--- src/rtl/slice_alu_pkg.sv ---
// Package: shared opcode type for the sliced ALU.
// Assumes a 4-bit opcode field; unlisted codes are handled as pass-A.
package slice_alu_pkg;
    typedef enum logic [3:0] {
        OP_ADD  = 4'd0,
        OP_SUB  = 4'd1,
        OP_AND  = 4'd2,
        OP_OR   = 4'd3,
        OP_XOR  = 4'd4,
        OP_NOT  = 4'd5,
        OP_NEG  = 4'd6,
        OP_PASS = 4'd7,
        OP_CMP  = 4'd8
    } alu_op_e;
endpackage

--- src/rtl/slice_alu_unit.sv ---
// Combinational slice operator: forms one result slice and its carry-out.
// Assumes carry_q holds the previous slice's carry-out; first overrides it.
module slice_alu_unit
    import slice_alu_pkg::*;
#(
    parameter int W = 16
) (
    input  alu_op_e        op,
    input  logic           first,
    input  logic           carry_q,
    input  logic [W-1:0]   a,
    input  logic [W-1:0]   b,
    output logic [W-1:0]   y,
    output logic           cout,
    output logic           writes
);
    logic [W-1:0] a_sel;
    logic [W-1:0] b_sel;
    logic [W-1:0] logic_res;
    logic [W:0]   sum;
    logic         cin;
    logic         use_adder;

    // Select adder operands, carry-in and logic result for the opcode.
    always_comb begin
        a_sel     = a;
        b_sel     = b;
        cin       = 1'b0;
        use_adder = 1'b1;
        logic_res = a;
        case (op)
            OP_ADD: cin = first ? 1'b0 : carry_q;
            OP_SUB, OP_CMP: begin
                b_sel = ~b;
                cin   = first ? 1'b1 : carry_q;
            end
            OP_NEG: begin
                a_sel = ~a;
                b_sel = '0;
                cin   = first ? 1'b1 : carry_q;
            end
            OP_AND: begin use_adder = 1'b0; logic_res = a & b; end
            OP_OR:  begin use_adder = 1'b0; logic_res = a | b; end
            OP_XOR: begin use_adder = 1'b0; logic_res = a ^ b; end
            OP_NOT: begin use_adder = 1'b0; logic_res = ~a;    end
            default: begin use_adder = 1'b0; logic_res = a;    end
        endcase
    end

    // Shared adder and output mux.
    always_comb begin
        sum    = {1'b0, a_sel} + {1'b0, b_sel} + {{W{1'b0}}, cin};
        y      = use_adder ? sum[W-1:0] : logic_res;
        cout   = use_adder & sum[W];
        writes = (op != OP_CMP);
    end
endmodule

--- src/rtl/slice_alu_chain.sv ---
// Inter-slice state: carry and running all-zero term between slices.
// Assumes slices of one operation arrive least significant first.
module slice_alu_chain #(
    parameter int W = 16
) (
    input  logic         clk,
    input  logic         rst_n,
    input  logic         step,
    input  logic         first,
    input  logic         cout,
    input  logic [W-1:0] y,
    output logic         carry_q,
    output logic         zero_run
);
    logic zacc_q;

    // Zero term including the current slice; first restarts it.
    always_comb zero_run = (first | zacc_q) & (y == '0);

    // Hold carry and zero term for the next slice.
    always_ff @(posedge clk) begin
        if (!rst_n) begin
            carry_q <= 1'b0;
            zacc_q  <= 1'b0;
        end else if (step) begin
            carry_q <= cout;
            zacc_q  <= zero_run;
        end
    end
endmodule

--- src/rtl/slice_alu_status.sv ---
// Condition status register: loads C, P, Z, N on the last slice only.
// Assumes sign is bit W-1 of the final slice result.
module slice_alu_status (
    input  logic clk,
    input  logic rst_n,
    input  logic load,
    input  logic cout,
    input  logic zero_all,
    input  logic sign,
    output logic flag_c,
    output logic flag_p,
    output logic flag_z,
    output logic flag_n
);
    // Update status bits at the end of an operation.
    always_ff @(posedge clk) begin
        if (!rst_n) begin
            flag_c <= 1'b0;
            flag_p <= 1'b0;
            flag_z <= 1'b0;
            flag_n <= 1'b0;
        end else if (load) begin
            flag_c <= cout;
            flag_z <= zero_all;
            flag_n <= ~zero_all & sign;
            flag_p <= ~zero_all & ~sign;
        end
    end
endmodule

--- src/rtl/slice_alu.sv ---
// Top: sliced two's complement ALU with registered result and status.
// Assumes multi-slice operations arrive on consecutive valid cycles.
module slice_alu
    import slice_alu_pkg::*;
#(
    parameter int W = 16
) (
    input  logic         clk,
    input  logic         rst_n,
    input  logic         in_valid,
    input  logic [3:0]   op,
    input  logic         first,
    input  logic         last,
    input  logic [W-1:0] a,
    input  logic [W-1:0] b,
    output logic [W-1:0] res,
    output logic         res_valid,
    output logic         flag_c,
    output logic         flag_p,
    output logic         flag_z,
    output logic         flag_n
);
    localparam int SIGN = W - 1;

    alu_op_e      op_e;
    logic [W-1:0] y;
    logic         cout;
    logic         writes;
    logic         carry_q;
    logic         zero_run;

    // Map the raw opcode field onto the enum.
    always_comb op_e = alu_op_e'(op);

    slice_alu_unit #(.W(W)) u_unit (
        .op(op_e), .first(first), .carry_q(carry_q),
        .a(a), .b(b), .y(y), .cout(cout), .writes(writes)
    );

    slice_alu_chain #(.W(W)) u_chain (
        .clk(clk), .rst_n(rst_n), .step(in_valid), .first(first),
        .cout(cout), .y(y), .carry_q(carry_q), .zero_run(zero_run)
    );

    slice_alu_status u_status (
        .clk(clk), .rst_n(rst_n), .load(in_valid & last),
        .cout(cout), .zero_all(zero_run), .sign(y[SIGN]),
        .flag_c(flag_c), .flag_p(flag_p), .flag_z(flag_z), .flag_n(flag_n)
    );

    // Register the result slice for writing opcodes.
    always_ff @(posedge clk) begin
        if (!rst_n) begin
            res       <= '0;
            res_valid <= 1'b0;
        end else begin
            res_valid <= in_valid & writes;
            if (in_valid & writes) res <= y;
        end
    end
endmodule

--- config.mk ---
export PLATFORM = sky130hd
export DESIGN_NAME = slice_alu
export DESIGN_NICKNAME = d
export VERILOG_FILES = /design/src/rtl/slice_alu_pkg.sv /design/src/rtl/slice_alu_unit.sv /design/src/rtl/slice_alu_chain.sv /design/src/rtl/slice_alu_status.sv /design/src/rtl/slice_alu.sv
export SDC_FILE = /design/constraint.sdc
export NUM_CORES = 1
export LEC_CHECK = 0
export BUFFER_PORTS_ARGS = -buffer_cell sky130_fd_sc_hd__buf_2
export CAP_MARGIN = 15
export CORE_MARGIN = 2
export CORE_UTILIZATION = 53
export DETAILED_ROUTE_END_ITERATION = 10
export GPL_TIMING_DRIVEN = 0
export PLACE_DENSITY_LB_ADDON = 0.2
export SYNTH_ARGS = -nofsm -noshare
export SYNTH_HDL_FRONTEND = slang
export SYNTH_HIERARCHICAL = 1
export SYNTH_SLANG_ARGS = --single-unit
--- constraint.sdc ---
create_clock -name clk -period 4.4 [get_ports clk]
set_clock_uncertainty 0.1 [all_clocks]
set_input_delay 0.44 -clock clk [delete_from_list [all_inputs] [get_ports clk]]
set_output_delay 0.44 -clock clk [all_outputs]
set_load 0.01 [all_outputs]
### Word level (Yosys, flattened, before mapping)

Index checks and enable logic that the tools add are counted.

* register bits: 23
* bits in latches: 0
* RAM bits: 0
* ROM bits: 0
* word-level logic and storage cells: 45
* memories: 0

* $add $sub $neg: 2
* multipliers: 0
* div/mod/pow operators: 0
* $lt $le $gt $ge: 0
* equal/unequal tests: 8
* shifts and indexed selects: 0
* muxes and demuxes: 8
* bitwise operators: 14
* reductions and logical operators: 5

Operator list (number)
* 16-bit one-hot mux with 4 select lines: 1
* 16-bit 2-to-1 mux: 2
* 16-bit NOT: 2
* 16-bit one-hot mux with 2 select lines: 1
* 16-bit by 16-bit adder with 17-bit output: 1
* 17-bit by 1-bit adder with 17-bit output: 1
* 16-bit bitwise AND: 1
* 16-bit zero test: 1
* 16-bit OR: 1
* 16-bit bitwise XOR: 1
* 4-bit by 3-bit equality test with 1-bit output, second input constant: 3
* 4-bit by 2-bit equality test with 1-bit output, second input constant: 2
* 1-bit bitwise AND: 6
* 4-bit by 1-bit equality test with 1-bit output, second input constant: 1
* 4-bit equality test, second input constant: 1
* 4-bit zero test: 1
* 4-bit inequality test, second input constant: 1
* 4-bit OR reduction: 1
* 1-bit 2-to-1 mux: 3
* 3-bit OR reduction: 1
* 1-bit NOT: 2
* 1-bit one-hot mux with 2 select lines: 1
* 2-bit OR reduction: 1
* 1-bit OR: 1

### Depth between registers and ports, before layout

Gate-level depths: netlist (run 1).

* depth after elaboration: 10
* gate-level depth with buffers: 20
* gate-level depth less buffers: 19

### Hierarchy

The synthesis (run 1) kept the hierarchy.

By module, submodules not included
* slice_alu_unit: times used 1, cells each 424, area each 2717.6 µm²
* slice_alu: times used 1, cells each 77, area each 705.7 µm²
* slice_alu_status: times used 1, cells each 14, area each 158.9 µm²
* slice_alu_chain: times used 1, cells each 14, area each 126.4 µm²

### Worst setup path after synthesis (run 1)

OpenSTA, ideal clock, no wires.

* path type: in2reg
* start: input port op[0]
* end: register u_status.flag_p
* arrival time: 4.330 ns
* required time: 4.185 ns
* setup slack: -0.145 ns
* stages: 20
* cell sequence: buf_2 > xor2_1 > nand2_1 > inv_1 > nor2_1 > buf_2 > a21oi_1 > fa_1 > fa_1 > nand2b_1 > a21boi_1 > a311o_1 > a31oi_1 > o2111a_1 > a221o_1 > nor4_2 > o211ai_1 > nor2_1 > nor3b_2 > o21a_1

* longest elaborated chain between the ends: 10

RTL lines
* start, declared: RTL line slice_alu.sv:11 `input logic [3:0] op,`
* 4-bit by 1-bit equality test with 1-bit output or 4-bit equality test (tied branches): RTL line slice_alu_unit.sv:31 `case (op)`
* 2-bit OR reduction
* 16-bit one-hot mux with 2 select lines: RTL line slice_alu_unit.sv:31
* 16-bit by 16-bit adder with 17-bit output: RTL line slice_alu_unit.sv:52 `sum = {1'b0, a_sel} + {1'b0, b_sel} + {{W{1'b0}}, cin};`
* 17-bit by 1-bit adder with 17-bit output: RTL line slice_alu_unit.sv:52
* 16-bit 2-to-1 mux (*): RTL line slice_alu_unit.sv:53 `y = use_adder ? sum[W-1:0] : logic_res;`
* via y[10]: RTL line slice_alu.sv:26 `logic [W-1:0] y;`
* 16-bit zero test (*): RTL line slice_alu_chain.sv:18 `always_comb zero_run = (first | zacc_q) & (y == '0);`
* 1-bit bitwise AND (*): RTL line slice_alu_chain.sv:18
* via zero_run: RTL line slice_alu.sv:30 `logic zero_run;`
* 1-bit NOT (*): RTL line slice_alu_status.sv:26 `flag_p <= ~zero_all & ~sign;`
* 1-bit bitwise AND (*): RTL line slice_alu_status.sv:26
* end signal, assigned: RTL line slice_alu_status.sv:26
* end, declared: RTL line slice_alu_status.sv:11 `output logic flag_p,`

The timed path passes the listed nets; every way through them passes the cells marked *.
A chain may end at the register's enable or synchronous reset.

### Final worst setup path (run 1)

Ends and elaborated chain as after synthesis.

==> results.sh, run 1 <==
export IMPL_path_max_fanout=10
export IMPL_yosysTopAreaCell="ha_1"
export IMPL_synth_top_area_share_pct=15.9
export IMPL_cts_root_buf="clkbuf_8"
export IMPL_synthTopCellsByCount="65 x nand2_1, 47 x a21oi_1, 47 x ha_1"
export IMPL_worst_slew_pin_slew_ps=596
export IMPL_ant_nets=0
export IMPL_antenna_found_initial=0
export IMPL_rows=30
export IMPL_cts_clk_slew_worst_paths_ps=80
export IMPL_wl_met2_um=5500
export IMPL_dp_hpwl_um=8780
export IMPL_grt_pass1_wl_um=19000
export IMPL_met3WireLength_um=972
export IMPL_cpPeakStageDelay_ps=400
export IMPL_finalSetupTns_ps=0
export IMPL_start_util_pct=54.6
export IMPL_setup_viol=0
export IMPL_yosysWarnings=6
export IMPL_asyncSetResetFlopFracSynth_pct=0
export IMPL_crit_type="input pin to flip-flop"
export IMPL_slowest_stage="fa_2"
export IMPL_nets=699
export IMPL_slew_viol_final=0
export IMPL_h_tree_depth=1
export IMPL_place_ws_ps=-882
export IMPL_cp_start_kind="input pin"
export IMPL_clock_latency_ps=260
export IMPL_crit_path_end_kind="flip-flop"
export IMPL_grt_total_usage_pct=30.8
export IMPL_synth_nets=619
export IMPL_leakagePower_nw=2.06
export IMPL_p_clk_share_pct=14.6
export IMPL_layout_worst_path_cycle_share_pct=95.8
export IMPL_cts_hold_buf=0
export IMPL_syn_inst=529
export IMPL_core_sq_um=6790
export IMPL_ios=62
export IMPL_grt_remaining_overflow=0
export IMPL_gp_congestion=0.964
export IMPL_vdd_drop_max_mv=0.150
export IMPL_crit_top_cell="fa_2"
export IMPL_via_per_inst=6.08
export IMPL_drc_errors=0
export IMPL_ys_seq_elements=23
export IMPL_totalWireLength_um=11700
export IMPL_timing_fmax_mhz=237
export IMPL_syn_area_sq_um=3710
export IMPL_p_comb_share_pct=59.5
export IMPL_dpl_cell_area_sq_um=4140
export IMPL_slew_headroom_pct=60.2
export IMPL_dr_pass1_iters=4
export IMPL_area_growth_pct=18.9
export IMPL_finalWorstSetupSlack_ps=186
export IMPL_dieArea_sq_um=7680
export IMPL_status="finished, final reports clean"
export IMPL_seq_area_frac_synth_pct=12.4
export IMPL_power_internal_w=0.000508
export IMPL_numPortBuffers=58
export IMPL_routed_via_count=4277
export IMPL_maxCapViolations=0
export IMPL_die_x_um=87.7
export IMPL_first_global_vias=4007
export IMPL_routed_top_layer="met4"
export IMPL_hold_viol=0
export IMPL_power_density_nw_per_um2=203
export IMPL_finalWorstPathRequiredPeriod_ps=4210
export IMPL_avgSynthCellArea_sq_um=7.01
export IMPL_synth_edff_count=0
export IMPL_cts_tree="done"
export IMPL_arrival_ps=4280
export IMPL_fillers=609
export IMPL_drive_above_1_share_pct=22.5
export IMPL_wl_met1_um=4790
export IMPL_clkSinkCount=23
export IMPL_numCtsBuffers=3
export IMPL_n_antenna_cell=0
export IMPL_crit_chain="buf_2, buf_4, xor2_2, nand2_2, inv_1, nor2_4, buf_6, a21oi_1, fa_2, fa_2, nand2b_4, a21boi_4, a311o_1, a31oi_2, o2111a_1, a221o_1, nor4_2, o211ai_1, nor2_2, nor3b_2, o21a_1"
export IMPL_yosys_top_cells_area="ha_1 16%, dfxtp_1 12%, nand2_1 6.6%, a21oi_1 6.3%, o21ai_0 6.2%"
export IMPL_switching_share_pct=43.4
export IMPL_rsz0062_at_grt="false"
export IMPL_drt_iter0_drc=320
export IMPL_fin_area_sq_um=4410
export IMPL_p_seq_share_pct=25.9
export IMPL_wl_per_cell_um=16.6
export IMPL_die_y_um=87.7
export IMPL_clock_path_buffers=2
export IMPL_yosys_cell_count_top_type="nand2_1"
export IMPL_power_switching_w=0.000389
export IMPL_synth_cell_type_count=63
export IMPL_grt_max_degree=13
export IMPL_synthFlopType="dfxtp_1"
export IMPL_min_path_type="flip-flop to flip-flop"
export IMPL_required_ps=4460
[per-stage QoR]
step           total power [W]  hold WS, ps  util, %  cells
2_1_floorplan         0.000574          375        -    529
3_3_place_gp          0.000700          345     61.0    683
3_5_place_dp          0.000713          346     61.0    683
4_1_cts               0.000877          359     64.2    703
5_1_grt               0.000963          368     64.9    704
6_report              0.000897          356     64.9    704
[worst max-delay path, delay by kind of cell]
family / cells / cell delay [ps]
and+or+nand+nor: 6 / 860
adders and majority gates: 2 / 770
xor gates and xnor gates: 1 / 180
AOI/OAI and AO/OA: 8 / 1520
buffers and inverters: 4 / 500
[cell families after synthesis]
kind of cell	after synthesis	synth area share (%)
AND/OR/NAND/NOR	168	22.1
buffers and inverters	79	9.55
AO/OA/AOI/OAI	175	30.2
adder cells (fa/ha/maj)	49	16.9
multiplexers	12	3.34
flip-flops	23	12.4
XOR/XNOR	23	5.43
[layer usage]
metal	vias up	track usage, %
li1	2060	-
met1	1944	39.5
met2	231	52.3
met3	42	3.96
met4	0	12.0
met5	-	0
[power by group through the flow]
stage	Combinational [W]	Sequential, W	Clock [W]
after floorplan	0.000328	0.000246	0
after global placement	0.000463	0.000237	0
after detailed placement	0.000475	0.000238	0
after CTS	0.000511	0.000233	0.000133
after global routing	0.000586	0.000235	0.000142
final	0.000534	0.000233	0.000131
[state kept, by name, indices dropped and copies added (netlist names)]
register,cells
res,16
res_valid,1
u_chain/carry_q,1
u_chain/zacc_q,1
u_status/flag_c,1
u_status/flag_n,1
u_status/flag_p,1
u_status/flag_z,1
[cells in the final DEF (no fill, tap or decap), drive strengths merged, types with 6 or more instances in the layout]
cell / netlist / layout
nor3: 6 / 6
a21oi: 47 / 47
xor2: 6 / 6
o22ai: 10 / 10
nor2: 37 / 37
clkbuf: 11 / 16
mux2i: 9 / 9
nand3: 6 / 6
xnor2: 17 / 17
inv: 43 / 43
nand4: 16 / 16
nand2: 65 / 65
ha: 47 / 47
o221ai: 7 / 7
o21ai: 56 / 56
a211oi: 11 / 11
nor2b: 7 / 7
buf: 25 / 99
dfxtp: 23 / 23
[timing repair]
action / 4_1_cts / 5_1_grt
cloned: 0 / 0
gates resized for setup: 14 / 9
pin swaps: 10 / 8
setup buffers: 16 / 1
setup endpoints to repair: 4 / 4
[area by class of cell]
type / count / area [sq um] / area share (%)
multi-input combinational: 427 / 2970 / 67.4
clock buffer: 4 / 45.0 / 1.02
sequential: 23 / 460 / 10.4
tap: 96 / 120 / 2.72
timing repair buffer: 75 / 422 / 9.57
inverter: 43 / 161 / 3.66
buffer: 36 / 228 / 5.17
[final timing paths]
check                               startpoint                            to  slack (ps)  cells after the start
setup reg to reg  u_chain/carry_q$_SDFFE_PN0P_  u_status/flag_p$_SDFFE_PN0P_         880                     14
hold / removal             res[5]$_SDFFE_PN0P_           res[5]$_SDFFE_PN0P_         360                      2
hold reg to reg            res[5]$_SDFFE_PN0P_           res[5]$_SDFFE_PN0P_         360                      2
setup / recovery                         op[0]  u_status/flag_p$_SDFFE_PN0P_         190                     21
No activity file was read; power rests on OpenSTA's default activity.
==> run 2, diff against run 1 <==
CELL_PAD_IN_SITES_DETAIL_PLACEMENT = 0   (was default)
CELL_PAD_IN_SITES_GLOBAL_PLACEMENT = 1   (was default)
CORE_UTILIZATION = 38   (was 53)
PLACE_DENSITY_LB_ADDON = 0.1   (was 0.2)
==> results.sh, run 2 (synthesized netlist as in run 1, its figures left out) <==
export IMPL_finalWorstPathRequiredPeriod_ps=4250
export IMPL_hold_end="res[1]$_SDFFE_PN0P_"
export IMPL_cpPeakStageDelay_ps=390
export IMPL_dp_hpwl_um=9630
export IMPL_cts_hold_buf=0
export IMPL_grt_max_degree=13
export IMPL_largest_register_ffs=16
export IMPL_min_path_type="flip-flop to flip-flop"
export IMPL_layout_worst_path_cycle_share_pct=96.6
export IMPL_n_antenna_cell=0
export IMPL_arrival_ps=4340
export IMPL_rows=36
export IMPL_die_y_um=103
export IMPL_grt_total_usage_pct=23.6
export IMPL_cp_start_kind="input pin"
export IMPL_crit_path_end_kind="flip-flop"
export IMPL_slew_viol_final=0
export IMPL_dr_pass1_iters=5
export IMPL_clkSinkCount=23
export IMPL_grt_pass1_wl_um=19500
export IMPL_crit_buf_inv=6
export IMPL_grt_remaining_overflow=0
export IMPL_core_sq_um=9640
export IMPL_finalSetupTns_ps=0
export IMPL_gp_congestion=0.920
export IMPL_setup_viol=0
export IMPL_timing_fmax_mhz=235
export IMPL_clock_path_buffers=2
export IMPL_numPortBuffers=58
export IMPL_numCtsBuffers=3
export IMPL_min_path_cells=2
export IMPL_routed_via_count=4100
export IMPL_cpLargestDelayFamily="compound AO/OA/AOI/OAI gates"
export IMPL_hold_viol=0
export IMPL_nets=696
export IMPL_die_x_um=103
export IMPL_total_power_w=0.000890
export IMPL_rsz0062_at_grt="false"
export IMPL_dieArea_sq_um=10600
export IMPL_r2r_slack_ps=880
export IMPL_crit_top_cell="buf_4"
export IMPL_start_util_pct=38.5
export IMPL_crit_chain="clkbuf_4, and4bb_2, buf_12, buf_4, nor2_4, buf_6, a21oi_1, fa_2, fa_2, nand2b_4, a21boi_4, a311o_1, a31oi_2, o2111a_1, a221o_1, nor4_4, o211ai_1, buf_4, buf_4, o31ai_2"
export IMPL_cts_clk_slew_worst_paths_ps=80
export IMPL_crit_type="input pin to flip-flop"
export IMPL_drc_errors=0
export IMPL_vdd_drop_max_mv=0.129
export IMPL_final_common_cell="buf_2"
export IMPL_power_density_nw_per_um2=199
export IMPL_required_ps=4490
export IMPL_drive_above_1_share_pct=21.8
export IMPL_status="finished, final reports clean"
export IMPL_clock_latency_ps=260
export IMPL_wl_per_cell_um=16.6
export IMPL_cts_tree="done"
export IMPL_rr_worst_depth=14
export IMPL_startpoint="op[2]"
export IMPL_dpl_cell_area_sq_um=4190
export IMPL_h_tree_depth=1
export IMPL_drt_iter0_drc=248
export IMPL_ios=62
export IMPL_fin_area_sq_um=4460
export IMPL_worst_slew_pin_slew_ps=679
export IMPL_area_growth_pct=20.3
export IMPL_cts_root_buf="clkbuf_8"
export IMPL_hold_path_startpoint="res[1]$_SDFFE_PN0P_"
export IMPL_ant_nets=0
export IMPL_largest_register="res"
export IMPL_r2r_end="u_chain/zacc_q$_SDFFE_PN0P_"
export IMPL_totalWireLength_um=12300
export IMPL_slew_headroom_pct=54.3
export IMPL_r2r_start="u_chain/carry_q$_SDFFE_PN0P_"
export IMPL_antenna_found_initial=0
export IMPL_layout_common_cells="68 x buf_2, 64 x nand2_1, 47 x a21oi_1, 47 x ha_1, 46 x o21ai_0"
export IMPL_via_per_inst=5.56
export IMPL_fin_worst_hold_slack_ps=356
export IMPL_slowest_stage="fa_2"
export IMPL_maxCapViolations=0
export IMPL_first_global_vias=3737
export IMPL_leakagePower_nw=2.05
export IMPL_path_max_fanout=8
## run 2: cell count changes in the layout (fill, tap and decap cells not counted), sizes merged
cell / delta
clkbuf: -1
buf: -2
## run 2: how the worst max path moves through the flow
stage                                         to  slack [ps]  depth (start not counted)
finish               u_chain/zacc_q$_SDFFE_PN0P_         150                         20
global route        u_status/flag_p$_SDFFE_PN0P_          30                         20
CTS                 u_status/flag_p$_SDFFE_PN0P_           1                         20
detailed placement  u_status/flag_p$_SDFFE_PN0P_        -920                         21
global placement    u_status/flag_p$_SDFFE_PN0P_        -940                         21
floorplan           u_status/flag_p$_SDFFE_PN0P_          40                         20
## run 2: repair_timing
item | CTS | global route
cloned | 0 | 0
endpoints found under the setup margin | 4 | 4
buffers inserted | 13 | 1
gates resized for setup | 23 | 6
pin swaps | 13 | 7
## run 2: per-stage QoR
stage,utilization (%),instances,setup WS [ps]
2_1_floorplan,-,529,43.5
3_3_place_gp,43.5,720,-940
3_5_place_dp,43.5,720,-919
4_1_cts,45.9,737,0.950
5_1_grt,46.3,738,27.3
6_report,46.3,738,151
## run 2: cell type report
| cell class | instances | area, sq um |
|---|---|---|
| fill | 1074 | 5180 |
| multi-input combinational | 427 | 2970 |
| sequential | 23 | 460 |
| timing repair buffer | 72 | 402 |
| buffer | 36 | 255 |
| tap | 133 | 166 |
| inverter | 43 | 161 |
| clock buffer | 4 | 45.0 |
## run 2: worst register-to-register path, cell delays in order (launching register included)
cell and delay (ps):
dfxtp_1 340, o211ai_1 160, fa_2 410, fa_2 360
nand2b_4 160, a21boi_4 130, a311o_1 220, a31oi_2 110
o2111a_1 240, a221o_1 340, nor4_4 200, o211ai_1 190
buf_4 190, buf_4 120, o31ai_2 190
## run 2: report_power, final
| group | switching, W | internal [W] |
|---|---|---|
| Combinational | 0.000313 | 0.000214 |
| Sequential | 0.00000715 | 0.000225 |
| Clock | 0.0000660 | 0.0000646 |
| Total | 0.000386 | 0.000504 |
## run 2: metal layers
layer / wire [um] / up-vias / GRT usage, % / part of all wire (%)
li1: - / 2049 / - / -
met1: 5870 / 1926 / 33.4 / 48
met2: 5700 / 108 / 38.8 / 46
met3: 466 / 17 / 2.37 / 3.8
met4: 223 / 0 / 5.16 / 1.8
met5: 0 / - / 0 / 0
